## src/rtl/cfgl_pkg.sv

```systemverilog
package cfgl_pkg;

  typedef enum logic [2:0] {
    ST_IDLE     = 3'd0,
    ST_PROGLOW  = 3'd1,
    ST_INITHI   = 3'd2,
    ST_SEARCH   = 3'd3,
    ST_LOAD     = 3'd4,
    ST_SHIFT    = 3'd5,
    ST_DONEWAIT = 3'd6,
    ST_FINISH   = 3'd7
  } ldState_e;

  typedef enum logic [1:0] {
    ERR_NONE     = 2'd0,
    ERR_INITLOW  = 2'd1,
    ERR_INITHIGH = 2'd2,
    ERR_DONE     = 2'd3
  } ldErr_e;

  // strobes from the control to the datapath
  typedef struct packed {
    logic clrRun;     // restart the all-ones run count
    logic takeSearch; // a byte is taken during the search
    logic loadByte;   // load shift register from the stream
    logic loadOnes;   // load shift register with an all-ones byte
    logic shiftBit;   // advance to the next bit
    logic progLow;    // hold the program line low
    logic clkLow;     // hold the configuration clock low
    logic showBit;    // drive the current bit on the data line
  } ldStrobe_t;

endpackage

```

## src/rtl/cfgl_datapath.sv

```systemverilog
module cfgl_datapath
  import cfgl_pkg::*;
#(
  parameter int BYTE_W  = 8,
  parameter int PRE_LEN = 4
) (
  input  logic              clk,
  input  logic              rstN,
  input  ldStrobe_t         strobe,
  input  logic [BYTE_W-1:0] inByte,
  output logic              preHit,
  output logic              progOut,
  output logic              cfgClk,
  output logic              cfgData
);

  logic [BYTE_W-1:0] shReg;
  logic              isOnes;

  assign isOnes = &inByte;

  always_ff @(posedge clk or negedge rstN) begin
    if (!rstN) begin
      shReg <= '1;
    end else if (strobe.loadByte) begin
      shReg <= inByte;
    end else if (strobe.loadOnes) begin
      shReg <= '1;
    end else if (strobe.shiftBit) begin
      shReg <= {shReg[BYTE_W-2:0], 1'b1};
    end
  end

  generate
    if (PRE_LEN == 1) begin : g_singleOnes
      assign preHit = isOnes;
    end else begin : g_runCount
      localparam int RUN_W = $clog2(PRE_LEN);
      logic [RUN_W-1:0] runCnt;

      always_ff @(posedge clk or negedge rstN) begin
        if (!rstN) begin
          runCnt <= '0;
        end else if (strobe.clrRun) begin
          runCnt <= '0;
        end else if (strobe.takeSearch) begin
          if (!isOnes) begin
            runCnt <= '0;
          end else if (runCnt != RUN_W'(PRE_LEN - 1)) begin
            runCnt <= runCnt + 1'b1;
          end
        end
      end

      assign preHit = isOnes && (runCnt == RUN_W'(PRE_LEN - 1));
    end
  endgenerate

  always_comb begin
    progOut = ~strobe.progLow;
    cfgClk  = ~strobe.clkLow;
    cfgData = strobe.showBit ? shReg[BYTE_W-1] : 1'b1;
  end

endmodule

```

## src/rtl/cfgl_ctrl.sv

```systemverilog
module cfgl_ctrl
  import cfgl_pkg::*;
#(
  parameter int BYTE_W       = 8,
  parameter int PRE_LEN      = 4,
  parameter int PHASE_CYCLES = 4,
  parameter int POLL_CYCLES  = 100000,
  parameter int MAX_POLLS    = 3
) (
  input  logic       clk,
  input  logic       rstN,
  input  logic       start,
  input  logic       inValid,
  input  logic       inLast,
  input  logic       initIn,
  input  logic       doneIn,
  input  logic       preHit,
  output ldStrobe_t  strobe,
  output logic       inReady,
  output logic       busy,
  output logic       doneOk,
  output logic [1:0] errCode
);

  localparam int TMR_TOP = (PHASE_CYCLES > POLL_CYCLES) ? PHASE_CYCLES : POLL_CYCLES;
  localparam int TMR_W   = $clog2(TMR_TOP + 1);
  localparam int POLLS_W = $clog2(MAX_POLLS + 1);
  localparam int BIT_W   = $clog2(BYTE_W);
  localparam int PRE_W   = $clog2(PRE_LEN + 1);

  ldState_e          state;
  logic [TMR_W-1:0]  tmr;
  logic [POLLS_W-1:0] polls;
  logic [1:0]        phase;
  logic [BIT_W-1:0]  bitIdx;
  logic [PRE_W-1:0]  preLeft;
  logic              lastFlag;
  logic              doneOkR;
  ldErr_e            errR;

  logic     pollTick, pollMet, phaseEnd, byteLast, byteDone, idleLike;
  ldState_e pollNext;
  ldErr_e   failCode;

  assign pollTick = (tmr == TMR_W'(POLL_CYCLES - 1));
  assign phaseEnd = (tmr == TMR_W'(PHASE_CYCLES - 1));
  assign byteLast = (bitIdx == BIT_W'(BYTE_W - 1));
  assign byteDone = (state == ST_SHIFT) && phaseEnd && (phase == 2'd3) && byteLast;
  assign idleLike = (state == ST_IDLE) || (state == ST_FINISH);

  // what each poll stage waits for, where it goes and how it fails
  always_comb begin
    case (state)
      ST_PROGLOW: begin pollMet = !initIn; pollNext = ST_INITHI;  failCode = ERR_INITLOW;  end
      ST_INITHI:  begin pollMet = initIn;  pollNext = ST_SEARCH;  failCode = ERR_INITHIGH; end
      default:    begin pollMet = doneIn;  pollNext = ST_FINISH;  failCode = ERR_DONE;     end
    endcase
  end

  always_ff @(posedge clk or negedge rstN) begin
    if (!rstN) begin
      state    <= ST_IDLE;
      tmr      <= '0;
      polls    <= '0;
      phase    <= '0;
      bitIdx   <= '0;
      preLeft  <= '0;
      lastFlag <= 1'b0;
      doneOkR  <= 1'b0;
      errR     <= ERR_NONE;
    end else begin
      case (state)
        ST_IDLE, ST_FINISH: begin
          if (start) begin
            state   <= ST_PROGLOW;
            tmr     <= '0;
            polls   <= '0;
            doneOkR <= 1'b0;
            errR    <= ERR_NONE;
          end
        end
        ST_PROGLOW, ST_INITHI, ST_DONEWAIT: begin
          if (pollTick) begin
            tmr <= '0;
            if (pollMet) begin
              state <= pollNext;
              polls <= '0;
              if (state == ST_DONEWAIT) doneOkR <= 1'b1;
            end else if (polls == POLLS_W'(MAX_POLLS)) begin
              state <= ST_FINISH;
              errR  <= failCode;
            end else begin
              polls <= polls + 1'b1;
            end
          end else begin
            tmr <= tmr + 1'b1;
          end
        end
        ST_SEARCH: begin
          if (inValid) begin
            if (preHit) begin
              state    <= ST_SHIFT;
              tmr      <= '0;
              phase    <= '0;
              bitIdx   <= '0;
              preLeft  <= PRE_W'(PRE_LEN);
              lastFlag <= inLast;
            end else if (inLast) begin
              state <= ST_DONEWAIT;
              tmr   <= '0;
              polls <= '0;
            end
          end
        end
        ST_LOAD: begin
          if (inValid) begin
            state    <= ST_SHIFT;
            tmr      <= '0;
            phase    <= '0;
            bitIdx   <= '0;
            preLeft  <= '0;
            lastFlag <= inLast;
          end
        end
        ST_SHIFT: begin
          if (phaseEnd) begin
            tmr   <= '0;
            phase <= phase + 1'b1;
            if (phase == 2'd3) begin
              if (byteLast) begin
                bitIdx <= '0;
                if (preLeft > PRE_W'(1)) begin
                  preLeft <= preLeft - 1'b1;
                end else begin
                  preLeft <= '0;
                  polls   <= '0;
                  state   <= lastFlag ? ST_DONEWAIT : ST_LOAD;
                end
              end else begin
                bitIdx <= bitIdx + 1'b1;
              end
            end
          end else begin
            tmr <= tmr + 1'b1;
          end
        end
        default: state <= ST_IDLE;
      endcase
    end
  end

  always_comb begin
    strobe            = '0;
    strobe.clrRun     = idleLike && start;
    strobe.takeSearch = (state == ST_SEARCH) && inValid;
    strobe.loadByte   = (state == ST_LOAD) && inValid;
    strobe.loadOnes   = (strobe.takeSearch && preHit) || (byteDone && (preLeft > PRE_W'(1)));
    strobe.shiftBit   = (state == ST_SHIFT) && phaseEnd && (phase == 2'd3);
    strobe.progLow    = (state == ST_PROGLOW);
    strobe.clkLow     = (state == ST_SHIFT) && !phase[1];
    strobe.showBit    = (state == ST_SHIFT) && (phase[1] != phase[0]);
  end

  assign inReady = (state == ST_SEARCH) || (state == ST_LOAD);
  assign busy    = !idleLike;
  assign doneOk  = doneOkR;
  assign errCode = errR;

endmodule

```

## src/rtl/cfg_serial_loader.sv

```systemverilog
module cfg_serial_loader
  import cfgl_pkg::*;
#(
  parameter int BYTE_W       = 8,
  parameter int PRE_LEN      = 4,
  parameter int PHASE_CYCLES = 4,
  parameter int POLL_CYCLES  = 100000,
  parameter int MAX_POLLS    = 3
) (
  input  logic              clk,
  input  logic              rstN,
  input  logic              start,
  input  logic [BYTE_W-1:0] inByte,
  input  logic              inValid,
  input  logic              inLast,
  output logic              inReady,
  input  logic              initIn,
  input  logic              doneIn,
  output logic              progOut,
  output logic              cfgClk,
  output logic              cfgData,
  output logic              busy,
  output logic              doneOk,
  output logic [1:0]        errCode
);

  ldStrobe_t strobe;
  logic      preHit;

  cfgl_ctrl #(
    .BYTE_W      (BYTE_W),
    .PRE_LEN     (PRE_LEN),
    .PHASE_CYCLES(PHASE_CYCLES),
    .POLL_CYCLES (POLL_CYCLES),
    .MAX_POLLS   (MAX_POLLS)
  ) i_ctrl (
    .clk    (clk),
    .rstN   (rstN),
    .start  (start),
    .inValid(inValid),
    .inLast (inLast),
    .initIn (initIn),
    .doneIn (doneIn),
    .preHit (preHit),
    .strobe (strobe),
    .inReady(inReady),
    .busy   (busy),
    .doneOk (doneOk),
    .errCode(errCode)
  );

  cfgl_datapath #(
    .BYTE_W (BYTE_W),
    .PRE_LEN(PRE_LEN)
  ) i_dpath (
    .clk    (clk),
    .rstN   (rstN),
    .strobe (strobe),
    .inByte (inByte),
    .preHit (preHit),
    .progOut(progOut),
    .cfgClk (cfgClk),
    .cfgData(cfgData)
  );

endmodule

```

## config.mk

```make
export PLATFORM = sky130hd
export DESIGN_NAME = cfg_serial_loader
export DESIGN_NICKNAME = d
export VERILOG_FILES = /design/src/rtl/cfgl_pkg.sv /design/src/rtl/cfgl_datapath.sv /design/src/rtl/cfgl_ctrl.sv /design/src/rtl/cfg_serial_loader.sv
export SDC_FILE = /design/constraint.sdc
export NUM_CORES = 1
export LEC_CHECK = 0
export BUFFER_PORTS_ARGS = -buffer_cell sky130_fd_sc_hd__buf_4
export CAP_MARGIN = 20
export CORE_MARGIN = 2
export CORE_UTILIZATION = 45
export CTS_CLUSTER_SIZE = 10
export DETAILED_ROUTE_END_ITERATION = 8
export HOLD_SLACK_MARGIN = 0.05
export PLACE_DENSITY_LB_ADDON = 0.1
export SETUP_SLACK_MARGIN = 0.3
export SLEW_MARGIN = 10
export SYNTH_ARGS = -nofsm -noshare
export SYNTH_HDL_FRONTEND = slang
export SYNTH_SLANG_ARGS = --single-unit
```

## constraint.sdc

```tcl
create_clock -name clk -period 2.9 [get_ports clk]
set_input_delay 0.145 -clock clk [delete_from_list [all_inputs] [get_ports clk]]
set_output_delay 0.145 -clock clk [all_outputs]
set_load 0.1 [all_outputs]
```

==> results of run 1 <==
==> logic make-up after synthesis <==
family / after synthesis / synth area share [%]
fa+ha+maj: 8 / 3.663
xor+xnor: 1 / 0.3206
compound gates: 96 / 23.90
flops: 44 / 40.66
simple gates: 122 / 23.86
buf+inv: 22 / 3.708
mux: 9 / 3.892
==> timing repair <==
action                                  CTS  global route
buffers inserted                          0             5
endpoints found under the hold margin    36             0
hold buffers                              1             0
endpoints found under the setup margin    0             6
resized for setup                         0             8
==> per-layer routing <==
metal  share of wire (%)  up-vias  track usage (%)
li1                    -     1188                -
met1                  48     1159            29.09
met2                  46       59            34.15
met3                 4.7        7            2.747
met4                 1.2        0            6.833
met5                   0        -                0
==> per-stage QoR <==
stage / cell area (µm²) / hold WS [ps] / util (%) / total power (µW) / instances
floorplan: 2744 / -150.6 / - / 2375 / 302
global placement: 3022 / 189.3 / 51.34 / 2836 / 399
detailed placement: 3022 / 191.4 / 51.34 / 2840 / 399
CTS: 3143 / 77.12 / 53.40 / 3324 / 408
global route: 3214 / 87.52 / 54.61 / 3614 / 413
finish: 3214 / 79.08 / 54.61 / 3371 / 413
==> power groups by stage <==
stage / clock network (µW) / logic (µW) / registers (µW)
final: 475 / 1920 / 979
after floorplan: 0 / 1320 / 1050
after global placement: 0 / 1860 / 977
after global routing: 516 / 2090 / 1010
after detailed placement: 0 / 1860 / 984
after CTS: 484 / 1870 / 973
==> tightest hold or removal path: cells and delay by family <==
kind          cells  cell delay (ps)
simple gates      2              110
buf+inv           1              100
==> cells in the final DEF, fill, tap and decap left out, types with 2 or more instances in the layout <==
cell type,n
a21o_1,5
a21oi_1,19
a22o_1,3
a31oi_1,6
and2_1,2
and3_1,9
and4_1,2
buf_4,37
clkbuf_8,5
dfrtp_1,33
dfrtp_2,3
dfstp_2,8
ha_1,7
inv_1,12
mux2_2,3
mux2i_1,5
nand2_1,34
nand2b_1,5
nand3_1,15
nand4_1,5
nor2_1,21
nor2b_1,4
nor3_1,5
nor4_1,5
nor4bb_1,2
o21a_1,5
o21ai_0,24
o21bai_1,2
o22a_1,6
o22ai_1,2
o31a_1,2
o31ai_1,7
or2_2,3
or3_1,3
or4_4,3
==> flip-flops by register name, summed over array words and instances, names as in the netlist <==
register / cells
i_ctrl.tmr: 17
i_dpath.shReg: 8
i_ctrl.bitIdx: 3
i_ctrl.preLeft: 3
i_ctrl.state: 3
i_ctrl.errCode: 2
i_ctrl.phase: 2
i_ctrl.polls: 2
i_dpath.g_runCount.runCnt: 2
i_ctrl.doneOk: 1
i_ctrl.lastFlag: 1
==> layout make-up <==
class / count / area, µm²
clock inverter: 3 / 42.54
fill: 572 / 2671
inverter: 12 / 45.04
timing repair buffer: 38 / 287.8
sequential: 44 / 1115
multi-input combinational: 236 / 1562
clock buffer: 5 / 68.82
tap: 75 / 93.84
==> worst paths after layout <==
| kind | startpoint | end | slack (ps) |
|---|---|---|---|
| min in group asynchronous | rstN | i_dpath.g_runCount.runCnt[1]$_DFFE_PN0P_ | 370 |
| hold reg to reg | i_dpath.shReg[6]$_DFFE_PN1P_ | i_dpath.shReg[7]$_DFFE_PN1P_ | 480 |
| setup / recovery | i_ctrl.tmr[4]$_DFFE_PN0P_ | i_ctrl.state[1]$_DFFE_PN0P_ | 370 |
| setup reg to reg | i_ctrl.tmr[4]$_DFFE_PN0P_ | i_ctrl.state[1]$_DFFE_PN0P_ | 370 |
| max in group asynchronous | rstN | i_ctrl.tmr[9]$_DFFE_PN0P_ | 2110 |
| hold / removal | inLast | i_ctrl.lastFlag$_DFFE_PN0P_ | 80 |
==> synth_stat cells (2+ instances only) <==
| master | instances |
|---|---|
| a21o_1 | 5 |
| o31a_1 | 2 |
| a21oi_1 | 20 |
| or4_4 | 3 |
| or2_2 | 3 |
| or3_1 | 3 |
| nand3_1 | 15 |
| inv_1 | 12 |
| o22a_1 | 7 |
| buf_4 | 2 |
| nand2b_1 | 5 |
| and4_1 | 2 |
| dfstp_2 | 8 |
| nor2_1 | 21 |
| nand4_1 | 5 |
| nand2_1 | 34 |
| nor2b_1 | 4 |
| ha_1 | 8 |
| and2_1 | 2 |
| o21a_1 | 5 |
| dfrtp_1 | 36 |
| and3_1 | 9 |
| a22o_1 | 3 |
| nor3_1 | 5 |
| mux2_2 | 3 |
| nor4_1 | 5 |
| clkbuf_1 | 4 |
| mux2i_1 | 5 |
| a31oi_1 | 6 |
| o21ai_0 | 24 |
| o21bai_1 | 2 |
| nor4bb_1 | 2 |
| o22ai_1 | 2 |
| buf_2 | 3 |
| o31ai_1 | 7 |
==> reports/qor.yml, run 1 <==
status:
  outcome: "completed"
yosys:
  yosysSeqAreaShare_pct: 40.66
  yosys.area.top_type_share_pct: 32.97
  yosys_warnings: 0
  netlist_area_um2: 2733
  yosys.area.top_type: "dfrtp_1"
  synth.distinct_cells: 55
  synth_ff_type: "dfrtp_1"
  ys_seq_elements: 44
  synth-edff-count: 0
  postSynthCellCount: 302
  synth_fp_nets: 325
  yosys-top-cells-area: "dfrtp_1 33%, dfstp_2 7.7%, nand2_1 4.7%"
  async_flop_share_pct: 100.0
  avgSynthCellArea_um2: 9.048
worst_hold_path:
  hold_class: "in2reg"
  whs_path_depth: 3
power_and_ir_drop:
  power_density_nw_per_um2: 1049
  sw_frac_of_total_pct: 47.21
  max-vdd-ir-drop_mv: 0.5008
  p_sw_uw: 1591
  share_seq_of_total_power_pct: 29.0
  p_clk_share_pct: 14.1
  leakage_uw: 0.001394
  pwr-share-comb_pct: 56.9
  power.internal_uw: 1779
critical_path:
  crit_required_ps: 3060
  path_class: "reg2reg"
  start_kind: "flip-flop"
  path_common_cell: "or4_4"
  critical-path-top-delay-family: "simple AND/OR/NAND/NOR gates"
  crit_buf_inv: 0
  crit_cells: 6
  slowest_stage: "or4_4"
  critical_path_arrival_ps: 2690
  critPathMaxFanout: 4
  critPathCaptureType: "flip-flop"
  crit_chain: "or4_4, nor4_4, a31oi_4, or4_4, mux2i_1, o311ai_1"
  reg2reg_depth: 6
  critical_path.max_stage_delay_ps: 560
grt:
  grt_pass1_vias: 2275
  grt_max_degree: 45
  grt_pass1_wl_um: 10820
  overflow: 0
  antenna_found_initial: 0
  grt_usage_pct: 21.06
route:
  drc: 0
  viasPerCell: 5.843
  avgRoutedWirePerCell_um: 15.77
  dr.pass1.iters: 4
  drt-initial-drc-count: 103
  ant_nets: 0
  vias: 2413
  routed_wl_um: 6512
timing:
  rsz0062_at_grt: "no"
  finalHoldViolCount: 0
  clock.fmax_mhz: 395.1
  finalWorstSetupSlack_ps: 368.8
  period_minus_slack_ps: 2531
  fin_skew_ps: 8.703
  worst_pin_slew_ps: 566.6
  finalCritPeriodShare_pct: 87.28
  max-slew-margin-rel_pct: 61.88
  fin_tns_setup_ps: 0
  setup-violations-final: 0
  maxSlewViolCount: 0
cells_and_area:
  drive_above_1_share_pct: 22.49
  syn2layout_area_growth_pct: 17.63
  nets: 360
  diodes: 0
clocking:
  cts-root-buf: "clkbuf_8"
  cts_tree: "built"
  clk_path_buf_depth: 2
  cts_buffers: 5
  clk_pin_slew_worst_paths_ps: 90
  clk_latency_ps: 300
  clock_sinks: 44
  cts_max_level: 2
job:
  max_cap_violations: 0
die:
  die_area_um2: 6712
  io_pins: 23
  fp.dieW_um: 81.93
  fp.dieH_um: 81.93
  start_util_pct: 46.43
  core_region_area_um2: 5886
  rows: 28
place:
  preCtsSetupSlack_ps: 333.5
  gp_congestion: 0.8843
  post-dp-hpwl_um: 4776
  port_buffers: 22
No activity file was read; power rests on OpenSTA's default activity.
==> run 2, diff against run 1 <==
--- a/config.mk
+++ b/config.mk
@@ -5,10 +5,12 @@
 export SDC_FILE = /design/constraint.sdc
 export NUM_CORES = 1
 export LEC_CHECK = 0
+export ABC_AREA = 1
 export BUFFER_PORTS_ARGS = -buffer_cell sky130_fd_sc_hd__buf_4
 export CAP_MARGIN = 20
-export CORE_MARGIN = 2
+export CORE_MARGIN = 8
 export CORE_UTILIZATION = 45
+export CTS_BUF_LIST = sky130_fd_sc_hd__clkbuf_2
 export CTS_CLUSTER_SIZE = 10
 export DETAILED_ROUTE_END_ITERATION = 8
 export HOLD_SLACK_MARGIN = 0.05
==> run 2 against run 1 <==
Compared with the run above:
- die area up 46%
- cell area up 6.6%
- largest cell class unchanged
- flip-flop and latch count unchanged
- first-iteration DRC count up 26%
- register-to-register slack better by 420 ps
==> reports/qor.yml, run 2 <==
status:
  outcome: "completed"
cells_and_area:
  diodes: 0
  syn2layout_area_growth_pct: 10.94
  layout_common_cells: "116 x nand2_1, 67 x nor2_1, 54 x inv_1"
  largest_register: "i_ctrl.tmr"
  final_cells: 564
  layout_commonest_cell: "nand2_1"
  drive_above_1_share_pct: 14.88
  reg_top3: "i_ctrl.tmr (17), i_dpath.shReg (8)"
  nets: 506
  largest_register_ffs: 17
clocking:
  clk_path_buf_depth: 2
  hold_buffers: 6
  cts_max_level: 2
  cts-root-buf: "clkbuf_2"
  cts_resized: 0
  clock_sinks: 44
  cts_setup_buffers: 0
  clk_latency_ps: 420
  cts_buffers: 5
  cts_tree: "built"
  clk_pin_slew_worst_paths_ps: 240
timing:
  finalCritPeriodShare_pct: 72.78
  maxSlewViolCount: 0
  fin_tns_setup_ps: 0
  finalWorstSetupSlack_ps: 789.3
  clock.fmax_mhz: 473.8
  max-slew-margin-rel_pct: 60.42
  worst_hold_slack_ps: 75.34
  period_minus_slack_ps: 2111
  worst_pin_slew_ps: 589.2
  fin_skew_ps: 19.77
  rsz0062_at_grt: "no"
  finalHoldViolCount: 0
  setup-violations-final: 0
route:
  vias: 2932
  drt-initial-drc-count: 130
  ant_nets: 0
  drc: 0
  dr.pass1.iters: 4
  viasPerCell: 5.199
  routed_wl_um: 7646
  avgRoutedWirePerCell_um: 13.56
yosys:
  synth_common_cells: "116 x nand2_1, 67 x nor2_1, 54 x inv_1"
  yosys.area.top_type: "dfrtp_1"
  synth_fp_nets: 480
  yosysSeqAreaShare_pct: 35.98
  yosys_warnings: 0
  yosys-top-cells-area: "dfrtp_1 29%, nand2_1 14%, nor2_1 8.1%"
  netlist_area_um2: 3088
  ys_seq_elements: 44
  yosys.area.top_type_share_pct: 29.17
  synth.most_common_cell: "nand2_1"
  synth-edff-count: 0
  avgSynthCellArea_um2: 6.757
  synth_ff_type: "dfrtp_1"
  async_flop_share_pct: 100.0
  synth.distinct_cells: 33
  postSynthCellCount: 457
grt:
  antenna_found_initial: 0
  overflow: 0
  grt_pass1_vias: 2908
  grt_usage_pct: 16.58
  grt_pass1_wl_um: 13330
  grt_max_degree: 45
die:
  die_area_um2: 9769
  core_region_area_um2: 6719
  start_util_pct: 45.96
  fp.dieH_um: 98.84
  io_pins: 23
  fp.dieW_um: 98.84
  rows: 30
critical_path:
  crit_buf_inv: 2
  critical-path-top-delay-family: "flip-flops"
  critical_path.max_stage_delay_ps: 610
  crit_required_ps: 2760
  slowest_stage: "dfrtp_1"
  reg2reg_depth: 7
  critical_path_arrival_ps: 1970
  r2r_start: "i_ctrl.state[2]$_DFFE_PN0P_"
  crit_chain: "nand3_2, inv_2, nand3_1, buf_4"
  r2r_slack_ps: 790
  critPathCaptureType: "output pin"
  path_class: "reg2out"
  reg2reg_to: "i_dpath.shReg[3]$_DFFE_PN1P_"
  start_kind: "flip-flop"
  critPathMaxFanout: 17
power_and_ir_drop:
  leakage_uw: 0.001750
  total_power_uw: 3217
  max-vdd-ir-drop_mv: 0.9414
  power_density_nw_per_um2: 939.1
place:
  dp.cells: 550
  preCtsSetupSlack_ps: 845.4
  gp_congestion: 0.8897
  port_buffers: 22
  post-dp-hpwl_um: 5720
worst_hold_path:
  hold_path_end: "i_dpath.shReg[1]$_DFFE_PN1P_"
  hp-start: "inByte[1]"
  whs_path_depth: 4
  hold_class: "in2reg"
job:
  max_cap_violations: 0
run 2: final cells by class:
class	count	area (µm²)
Clock inverter	3	37.54
Fill cell	709	3293
Clock buffer	5	25.02
Timing Repair Buffer	28	225.2
Sequential cell	44	1111
Inverter	64	240.2
Multi-Input combinational cell	340	1687
Tap cell	80	100.1
run 2: worst max path at each step:
stage                                            from                      endpoint  slack, ps  cells after the start
final                     i_ctrl.state[2]$_DFFE_PN0P_                       cfgData        790                      4
after global routing      i_ctrl.state[2]$_DFFE_PN0P_                       cfgData        630                      4
after CTS                 i_ctrl.state[2]$_DFFE_PN0P_                       cfgData        760                      4
after detailed placement  i_ctrl.state[2]$_DFFE_PN0P_  i_dpath.shReg[3]$_DFFE_PN1P_        850                      7
after global placement    i_ctrl.state[2]$_DFFE_PN0P_  i_dpath.shReg[3]$_DFFE_PN1P_        850                      7
after floorplan           i_ctrl.state[0]$_DFFE_PN0P_     i_ctrl.tmr[6]$_DFFE_PN0P_        670                      9
run 2: kinds of logic after synthesis:
family	Yosys count	synth area share, %
adders and majority gates	8	3.242
and+or+nand+nor	283	41.61
DFF	44	35.98
xor gates and xnor gates	7	1.985
buffers and inverters	73	9.400
AOI/OAI and AO/OA	42	7.780
run 2: through the flow:
| stage | util, % | instance area [µm²] |
|---|---|---|
| 2_1_floorplan | - | 3088 |
| 3_3_place_gp | 49.16 | 3303 |
| 3_5_place_dp | 49.16 | 3303 |
| 4_1_cts | 50.99 | 3426 |
| 5_1_grt | 50.99 | 3426 |
| 6_report | 50.99 | 3426 |
run 2: worst min-delay path, delay by kind of cell:
kind,cells,cell delay [ps]
buffers and inverters,1,80
AND/OR/NAND/NOR,3,230
run 2: layer usage:
layer	vias to the layer above	track usage, %	part of all wire (%)
li1	1522	-	-
met1	1335	20.01	46
met2	67	28.74	49
met3	8	3.594	3.7
met4	0	4.723	1.2
met5	-	0	0
run 2: power breakdown:
group | switching (µW) | leakage [µW] | internal, µW
Combinational | 1370 | 0.00114 | 541
Sequential | 140 | 0.000569 | 819
Clock | 207 | 0.0000380 | 140
Total | 1720 | 0.00175 | 1500
==> run 3, diff against run 2 <==
==> constraint.sdc (replaced) <==
create_clock -name clk -period 2.1 [get_ports clk]
set_input_delay 0.105 -clock clk [delete_from_list [all_inputs] [get_ports clk]]
set_output_delay 0.105 -clock clk [all_outputs]
set_load 0.1 [all_outputs]
==> run 3 against run 2 <==
Compared with the run above:
- clock skew is 1.1 ps higher
- die area stayed put
- flip-flop and latch count stayed put
- largest power group unchanged
- critical path depth is 6 higher
- critical path type is now reg2reg
- first-iteration DRC count is 55% higher
- critical endpoint is now i_ctrl.tmr[1]$_DFFE_PN0P_
==> reports/qor.yml, run 3 (synthesis gave the netlist of run 2 again) <==
status:
  outcome: "completed"
power_and_ir_drop:
  p_clk_share_pct: 9.3
  sw_frac_of_total_pct: 50.74
  leakage_uw: 0.002000
  pwr-share-comb_pct: 66.0
  max-vdd-ir-drop_mv: 0.6784
  total_power_uw: 5378
  power_density_nw_per_um2: 1344
  share_seq_of_total_power_pct: 24.7
  power.internal_uw: 2649
  p_sw_uw: 2728
clocking:
  clk_pin_slew_worst_paths_ps: 230
  cts_tree: "built"
  clk_latency_ps: 430
  clk_path_buf_depth: 2
  cts_max_level: 2
  clock_sinks: 44
  cts_buffers: 5
  cts-root-buf: "clkbuf_2"
timing:
  period_minus_slack_ps: 1780
  clock.fmax_mhz: 561.9
  maxSlewViolCount: 0
  fin_skew_ps: 20.84
  finalHoldViolCount: 0
  finalCritPeriodShare_pct: 84.74
  worst_pin_slew_ps: 591.7
  setup-violations-final: 0
  fin_tns_setup_ps: 0
  max-slew-margin-rel_pct: 60.56
  rsz0062_at_grt: "yes"
  worst_hold_slack_ps: 107.5
grt:
  grt_pass1_vias: 2890
  grt_max_degree: 45
  overflow: 0
  grt_usage_pct: 16.84
  antenna_found_initial: 0
  grt_pass1_wl_um: 13540
critical_path:
  r2r_start: "i_ctrl.state[1]$_DFFE_PN0P_"
  critPathCaptureType: "flip-flop"
  slowest_stage: "dfrtp_2"
  critical_path.max_stage_delay_ps: 480
  crit_required_ps: 2470
  critPathMaxFanout: 6
  path_class: "reg2reg"
  start_kind: "flip-flop"
  crit_chain: "buf_4, nor2_4, nand2_2, nand2_4, nand2_1, inv_2, nor2_4, buf_12, buf_4, o21ai_1"
  startpoint: "i_ctrl.state[1]$_DFFE_PN0P_"
  critical_path_arrival_ps: 2150
cells_and_area:
  largest_register: "i_ctrl.tmr"
  final_cells: 603
  layout_common_cells: "102 x nand2_1, 60 x nor2_1, 52 x inv_1"
  reg_top3: "i_ctrl.tmr (17), i_dpath.shReg (8)"
  diodes: 0
  syn2layout_area_growth_pct: 29.62
  drive_above_1_share_pct: 28.68
  final_cell_area_um2: 4003
  layout_commonest_cell: "nand2_1"
  nets: 545
  largest_register_ffs: 17
route:
  avgRoutedWirePerCell_um: 14.10
  ant_nets: 0
  dr.pass1.iters: 4
  vias: 3132
  viasPerCell: 5.194
  drt-initial-drc-count: 201
  drc: 0
  routed_wl_um: 8500
place:
  gp_congestion: 0.9011
  port_buffers: 22
  dpl_cell_area_um2: 3372
  post-dp-hpwl_um: 5769
  dp.cells: 552
die:
  start_util_pct: 45.96
  fp.dieW_um: 98.84
  io_pins: 23
  rows: 30
  core_region_area_um2: 6719
  die_area_um2: 9769
  fp.dieH_um: 98.84
job:
  max_cap_violations: 0
worst_hold_path:
  hp-start: "start"
  hold_class: "in2reg"
==> run 3: critical path, delay by kind of cell, from the launching register on <==
| kind | cells | cell delay, ps |
|---|---|---|
| AO/OA/AOI/OAI | 1 | 110 |
| AND/OR/NAND/NOR | 5 | 580 |
| flip-flops | 1 | 480 |
| buffers and inverters | 4 | 570 |
==> run 3: repair_timing <==
action,CTS,global route
hold buffers,10,0
endpoints found under the setup margin,35,39
gates resized for setup,10,40
pin swaps,1,13
hold endpoints to repair,53,0
cloned,0,1
buffers inserted,11,21
==> run 3: power groups by stage <==
| stage | clock, µW | sequential (µW) | combinational [µW] |
|---|---|---|---|
| 5_1_grt | 547 | 1360 | 3850 |
| 4_1_cts | 519 | 1310 | 3030 |
| 3_5_place_dp | 0 | 1360 | 2760 |
| 3_3_place_gp | 0 | 1350 | 2720 |
| 6_report | 501 | 1330 | 3550 |
| 2_1_floorplan | 0 | 1420 | 2160 |
==> run 3: cell type report <==
| type | instances | area (µm²) |
|---|---|---|
| clock inverters | 2 | 35.03 |
| inverters | 64 | 247.7 |
| flip-flops and latches | 44 | 1124 |
| clock buffers | 6 | 30.03 |
| well taps | 80 | 100.1 |
| fillers | 615 | 2716 |
| multi-input cells | 340 | 1867 |
| repair buffers | 67 | 599.3 |
==> run 3: routing by layer <==
layer  vias up  routed length [µm]  track usage, %
met4         0                  91           5.431
met2        66                4136           27.96
li1       1589                   -               -
met5         -                   0               0
met3        11                 318           3.101
met1      1466                3954           21.41
==> run 3: final timing paths <==
check | end | slack, ps | cells after the start
worst min register to register | i_dpath.shReg[5]$_DFFE_PN1P_ | 520 | 2
worst min-delay path | i_ctrl.doneOk$_DFFE_PN0P_ | 110 | 4
worst max-delay path | i_ctrl.tmr[1]$_DFFE_PN0P_ | 320 | 10
worst max register to register | i_ctrl.tmr[1]$_DFFE_PN0P_ | 320 | 10
min in group asynchronous | i_ctrl.tmr[9]$_DFFE_PN0P_ | 180 | 2
max in group asynchronous | i_ctrl.tmr[7]$_DFFE_PN0P_ | 1470 | 2
==> run 3: stage by stage <==
stage	utilization, %	setup slack, ps
2_1_floorplan	-	226.0
3_5_place_dp	50.19	117.7
4_1_cts	54.43	302.6
6_report	59.57	320.4
3_3_place_gp	50.19	119.7
5_1_grt	59.57	246.2
